===== src/rtl/tagser_pkg.sv =====
package tagser_pkg;
  // default geometry of the transmit path
  localparam int unsigned DEF_ID_BITS   = 128;
  localparam int unsigned DEF_BIT_LOG2  = 7;   // carrier cycles per bit = 2**7
  localparam int unsigned DEF_SUBC_LOG2 = 4;   // subcarrier = carrier / 2**4

  // timing taps taken from the counter
  typedef struct packed {
    logic half;   // 0 in first half of a bit, 1 in second
    logic subc;   // subcarrier square wave
  } taps_t;
endpackage


===== src/rtl/tagser_timebase.sv =====
module tagser_timebase
  import tagser_pkg::*;
#(
  parameter int unsigned BIT_LOG2  = DEF_BIT_LOG2,
  parameter int unsigned SUBC_LOG2 = DEF_SUBC_LOG2,
  parameter int unsigned IDX_W     = 7,
  localparam int unsigned CW       = BIT_LOG2 + IDX_W
) (
  input  logic             clk,
  input  logic             rst,
  output logic [CW-1:0]    cnt_o,
  output logic [IDX_W-1:0] slot_o,
  output taps_t            taps_o
);
  logic [CW-1:0] cnt_q;

  always_ff @(posedge clk) begin
    if (rst) cnt_q <= '0;
    else     cnt_q <= cnt_q + 1'b1;
  end

  assign cnt_o       = cnt_q;
  assign slot_o      = cnt_q[CW-1:BIT_LOG2];
  assign taps_o.half = cnt_q[BIT_LOG2-1];
  assign taps_o.subc = cnt_q[SUBC_LOG2-1];
endmodule


===== src/rtl/tagser_idrom.sv =====
module tagser_idrom #(
  parameter int unsigned  ID_BITS  = 128,
  parameter logic [ID_BITS-1:0] ID_VALUE = '0,
  localparam int unsigned IDX_W    = $clog2(ID_BITS)
) (
  input  logic             clk,
  input  logic             rst,
  input  logic [IDX_W-1:0] slot_i,
  output logic [IDX_W-1:0] addr_o,
  output logic             bit_q
);
  // one-bit-wide read-only array, filled from the parameter
  logic rom [ID_BITS];

  for (genvar i = 0; i < ID_BITS; i++) begin : g_fill
    assign rom[i] = ID_VALUE[i];
  end

  // most significant bit first: address counts down as the slot counts up
  // (ID_BITS is a power of two, so ID_BITS-1-slot equals ~slot)
  assign addr_o = ~slot_i;

  always_ff @(posedge clk) begin
    if (rst) bit_q <= 1'b0;
    else     bit_q <= rom[addr_o];
  end
endmodule


===== src/rtl/tagser_coder.sv =====
module tagser_coder
  import tagser_pkg::*;
(
  input  logic  clk,
  input  logic  rst,
  input  logic  data_q_i,  // already registered by the ROM stage
  input  taps_t taps_i,
  output taps_t taps_q,
  output logic  mod_en_q
);
  logic coded;

  // align timing taps with the registered data bit
  always_ff @(posedge clk) begin
    if (rst) taps_q <= '0;
    else     taps_q <= taps_i;
  end

  // Manchester: data XOR half-bit clock; then gate subcarrier
  assign coded = data_q_i ^ taps_q.half;

  always_ff @(posedge clk) begin
    if (rst) mod_en_q <= 1'b0;
    else     mod_en_q <= coded & taps_q.subc;
  end
endmodule


===== src/rtl/tagser_top.sv =====
module tagser_top
  import tagser_pkg::*;
#(
  parameter int unsigned ID_BITS   = DEF_ID_BITS,
  parameter int unsigned BIT_LOG2  = DEF_BIT_LOG2,
  parameter int unsigned SUBC_LOG2 = DEF_SUBC_LOG2,
  parameter logic [ID_BITS-1:0] ID_VALUE = 128'hA5C3_0000_FFFF_1234_8000_0001_DEAD_BEEF,
  localparam int unsigned IDX_W    = $clog2(ID_BITS),
  localparam int unsigned CW       = BIT_LOG2 + IDX_W
) (
  input  logic clk,
  input  logic rst,
  output logic mod_en
);
  logic [CW-1:0]    cnt_w;
  logic [IDX_W-1:0] slot_w;
  logic [IDX_W-1:0] addr_w;
  logic             data_q_w;
  taps_t            taps_w;
  taps_t            taps_q_w;

  tagser_timebase #(
    .BIT_LOG2  (BIT_LOG2),
    .SUBC_LOG2 (SUBC_LOG2),
    .IDX_W     (IDX_W)
  ) timebase_i (
    .clk    (clk),
    .rst    (rst),
    .cnt_o  (cnt_w),
    .slot_o (slot_w),
    .taps_o (taps_w)
  );

  tagser_idrom #(
    .ID_BITS  (ID_BITS),
    .ID_VALUE (ID_VALUE)
  ) idrom_i (
    .clk    (clk),
    .rst    (rst),
    .slot_i (slot_w),
    .addr_o (addr_w),
    .bit_q  (data_q_w)
  );

  tagser_coder coder_i (
    .clk      (clk),
    .rst      (rst),
    .data_q_i (data_q_w),
    .taps_i   (taps_w),
    .taps_q   (taps_q_w),
    .mod_en_q (mod_en)
  );
endmodule


===== config.mk =====
export PLATFORM = sky130hd
export DESIGN_NAME = tagser_top
export DESIGN_NICKNAME = d
export VERILOG_FILES = /design/src/rtl/tagser_pkg.sv /design/src/rtl/tagser_timebase.sv /design/src/rtl/tagser_idrom.sv /design/src/rtl/tagser_coder.sv /design/src/rtl/tagser_top.sv
export SDC_FILE = /design/constraint.sdc
export NUM_CORES = 1
export LEC_CHECK = 0
export BUFFER_PORTS_ARGS = -buffer_cell sky130_fd_sc_hd__buf_2
export CAP_MARGIN = 20
export CORE_MARGIN = 2
export CORE_UTILIZATION = 45
export CTS_CLUSTER_DIAMETER = 60
export DETAILED_ROUTE_END_ITERATION = 12
export GPL_ROUTABILITY_DRIVEN = 0
export PLACE_DENSITY = 0.67
export SETUP_SLACK_MARGIN = 0.1
export SYNTH_ARGS = -nofsm -noshare
export SYNTH_HDL_FRONTEND = slang
export SYNTH_SLANG_ARGS = --single-unit
export TNS_END_PERCENT = 100

===== constraint.sdc =====
create_clock -name clk -period 2.1 [get_ports clk]
set_clock_uncertainty 0.15 [all_clocks]
set_input_delay 0.42 -clock clk [delete_from_list [all_inputs] [get_ports clk]]
set_output_delay 0.42 -clock clk [all_outputs]
set_load 0.02 [all_outputs]

==> summary.txt <==
Slew @ Worst Pin: 342 ps
Wire length reported by the detailed router: 1.45 mm
Count of warnings emitted by yosys: 0
Number of endpoints failing setup at the final stage: 0
Die extent in x: 49.4 um
Number of buffers inserted by hold repair at cts: 0
Clk buf depth: 2
Hold violation total from the final report: 0
Cell area after synthesis: 928 um2
Core Area: 1960 um2
DR pass1 iterations: 4
Class of the most critical hold timing path: reg2reg
Placement-stage worst setup slack: 367 ps
IR Drop Worst-Case VDD: 0.000418 V
Number of violations of the max-capacitance limit: 0
Antenna violations before repair: 0
HPWL after detailed placement: 1.02 mm
Relative slew slack: 0.771
Smallest hold slack: 310 ps
Vert. Die Dim: 49.4 um
Inserted Clock Buffers: 3
Master cell of the clock root buffer: sky130_fd_sc_hd__clkbuf_4
Pwr per Cell Area: 560 nW/um2
First-pass GRT wire length: 2.68 mm
Clock transition at the registers of the reported paths: 90 ps
Total count of max-transition violations in the final report: 0
Share of post-route cells with drive strength above 1: 0.120
Final layout net count: 106
Crit path max-delay cell type: sky130_fd_sc_hd__dfxtp_1
Die Outline Area: 2440 um2
Via count of the first global-routing pass: 628
Upper clock frequency limit: 574 MHz
Routed wire length per instance: 11.4 um
Nature of the critical path startpoint: flip-flop
Placed standard-cell area: 931 um2
Data required time of the critical path: 2130 ps
Register bit total from synthesis: 18
Part of the Yosys area used for sequential elements: 0.388
End-of-flow core utilization: 0.486
Total number of clock tree sinks: 18
GRT Total Usage: 0.147
Outcome: complete, no violations
Highest fanout seen on the critical path: 11
Period utilisation layout: 0.830
Post-route standard cell area excluding fillers: 953 um2
Most common cell after layout, fill and taps aside: sky130_fd_sc_hd__dfxtp_1
Leading cell types in the layout, fill and taps excluded: 18 x sky130_fd_sc_hd__dfxtp_1, 14 x sky130_fd_sc_hd__nor2_1, 8 x sky130_fd_sc_hd__xnor2_1
Initial core utilization: 0.473
Final period demand of the worst path: 1740 ps
Total number of vias: 641
Number of nets still failing antenna checks after routing: 0
Via-to-Cell Ratio: 5.05
Buffers inserted by post-CTS timing repair: 0
Cells along the critical path: nand2_1 > nor4_4 > nand3_2 > mux2_4
Final TNS setup: 0 ps
Start-to-end type of the worst setup path: reg2reg
Iteration-0 DRC Markers: 7
Antenna fix cells: 0
Clock network latency to the later pin of the worst-skew pair: 290 ps
Largest net degree at the start of global routing: 20
Deepest level of the CTS H-tree: 1
Setup repair after global routing missed its margin: no
Overflow after GRT: 0
Number of placement rows: 16
IO Port Bufs: 2
Crit path setup slack, layout: 357 ps
Top-level I/O count: 3
Number of standard cells after synthesis: 102
Net count of the mapped netlist: 106
Area growth from synthesis to layout: 2.70%
Data arrival time of the worst path: 1770 ps
DRC errors left: 0
Static leakage: 0.317 nW
Cells resized by post-CTS repair: 0
CTS tree: yes
Post-synthesis area per instance: 9.10 um2
Critical Path Sink Type: flip-flop
Post-synthesis cell type count: 36
Critical path's largest stage delay: 530 ps
==> per-layer routing <==
metal / track usage / part of all wire
met3: 0.0552 / 0.035
met2: 0.216 / 0.42
met5: 0 / 0
met1: 0.189 / 0.52
met4: 0.0694 / 0.023
==> state kept, by name (all words and copies together) (netlist names) <==
register	cells
coder_i.taps_q	2
timebase_i.cnt_o	14
coder_i.mod_en_q	1
idrom_i.bit_q	1
==> final timing paths <==
path	startpoint	endpoint	slack [ps]	depth (start not counted)
max	timebase_i.cnt_o[10]$_SDFF_PP0_	timebase_i.cnt_o[13]$_SDFF_PP0_	360	4
min	coder_i.taps_q[0]$_SDFF_PP0_	coder_i.mod_en_q$_SDFF_PP0_	310	1
max reg2reg	timebase_i.cnt_o[10]$_SDFF_PP0_	timebase_i.cnt_o[13]$_SDFF_PP0_	360	4
min reg2reg	coder_i.taps_q[0]$_SDFF_PP0_	coder_i.mod_en_q$_SDFF_PP0_	310	1
==> logic make-up (layout without fill, tap and decap cells) <==
| family | count (synthesis) | in the layout | share of synthesized area |
|---|---|---|---|
| AND/OR/NAND/NOR | 47 | 47 | 0.305 |
| flip-flops | 18 | 18 | 0.388 |
| AO/OA/AOI/OAI | 11 | 11 | 0.0809 |
| XOR/XNOR | 11 | 11 | 0.104 |
| buffers and inverters | 10 | 8 | 0.0566 |
| multiplexers | 3 | 3 | 0.0391 |
| adder cells (fa/ha/maj) | 2 | 2 | 0.0269 |
==> critical path: cells and delay by family (launching register included) <==
family           cells  cell delay [ps]
AND/OR/NAND/NOR      3              650
multiplexers         1              310
flip-flops           1              530
==> final cells by class <==
class	count	area (um2)
Timing Repair Buffer	2	10.0
Multi-Input combinational cell	74	515
Clock buffer	3	22.5
Inverter	3	11.3
Sequential cell	18	360
Fill cell	206	1010
Tap cell	27	33.8
==> synth_stat cells <==
master / instances / share of area
sky130_fd_sc_hd__a21oi_1: 3 / 0.016
sky130_fd_sc_hd__a221o_1: 1 / 0.011
sky130_fd_sc_hd__a311oi_1: 1 / 0.0094
sky130_fd_sc_hd__buf_1: 1 / 0.0040
sky130_fd_sc_hd__buf_2: 3 / 0.016
sky130_fd_sc_hd__buf_4: 1 / 0.0081
sky130_fd_sc_hd__buf_6: 1 / 0.012
sky130_fd_sc_hd__clkbuf_1: 1 / 0.0040
sky130_fd_sc_hd__dfxtp_1: 18 / 0.39
sky130_fd_sc_hd__ha_1: 2 / 0.027
sky130_fd_sc_hd__inv_1: 3 / 0.012
sky130_fd_sc_hd__mux2_2: 1 / 0.012
sky130_fd_sc_hd__mux2_4: 1 / 0.016
sky130_fd_sc_hd__mux2i_1: 1 / 0.011
sky130_fd_sc_hd__nand2_1: 5 / 0.020
sky130_fd_sc_hd__nand2b_1: 3 / 0.020
sky130_fd_sc_hd__nand3_1: 3 / 0.016
sky130_fd_sc_hd__nand3_2: 1 / 0.011
sky130_fd_sc_hd__nand3_4: 1 / 0.019
sky130_fd_sc_hd__nand4_1: 2 / 0.013
sky130_fd_sc_hd__nor2_1: 14 / 0.057
sky130_fd_sc_hd__nor2b_1: 5 / 0.034
sky130_fd_sc_hd__nor3_1: 4 / 0.022
sky130_fd_sc_hd__nor3b_1: 2 / 0.016
sky130_fd_sc_hd__nor4_2: 1 / 0.013
sky130_fd_sc_hd__nor4_4: 1 / 0.023
sky130_fd_sc_hd__nor4b_1: 1 / 0.0094
sky130_fd_sc_hd__o21ai_0: 3 / 0.016
sky130_fd_sc_hd__o2bb2ai_1: 1 / 0.0094
sky130_fd_sc_hd__o31a_1: 1 / 0.0094
sky130_fd_sc_hd__o32ai_1: 1 / 0.0094
sky130_fd_sc_hd__or3_1: 2 / 0.013
sky130_fd_sc_hd__or3b_2: 1 / 0.0094
sky130_fd_sc_hd__or4_1: 1 / 0.0081
sky130_fd_sc_hd__xnor2_1: 8 / 0.075
sky130_fd_sc_hd__xor2_1: 3 / 0.028
==> stage by stage <==
stage / power [mW] / cells
2_1_floorplan: 0.375 / 102
3_3_place_gp: 0.379 / 124
3_5_place_dp: 0.379 / 124
4_1_cts: 0.543 / 127
5_1_grt: 0.566 / 127
6_report: 0.534 / 127
==> report_power, final <==
| part | switching, mW | total, mW | internal [mW] |
|---|---|---|---|
| clock | 0.0955 | 0.162 | 0.0667 |
| sequential | 0.00565 | 0.353 | 0.347 |
| combinational | 0.0112 | 0.0186 | 0.00736 |
(Power assumes the default switching activity.)
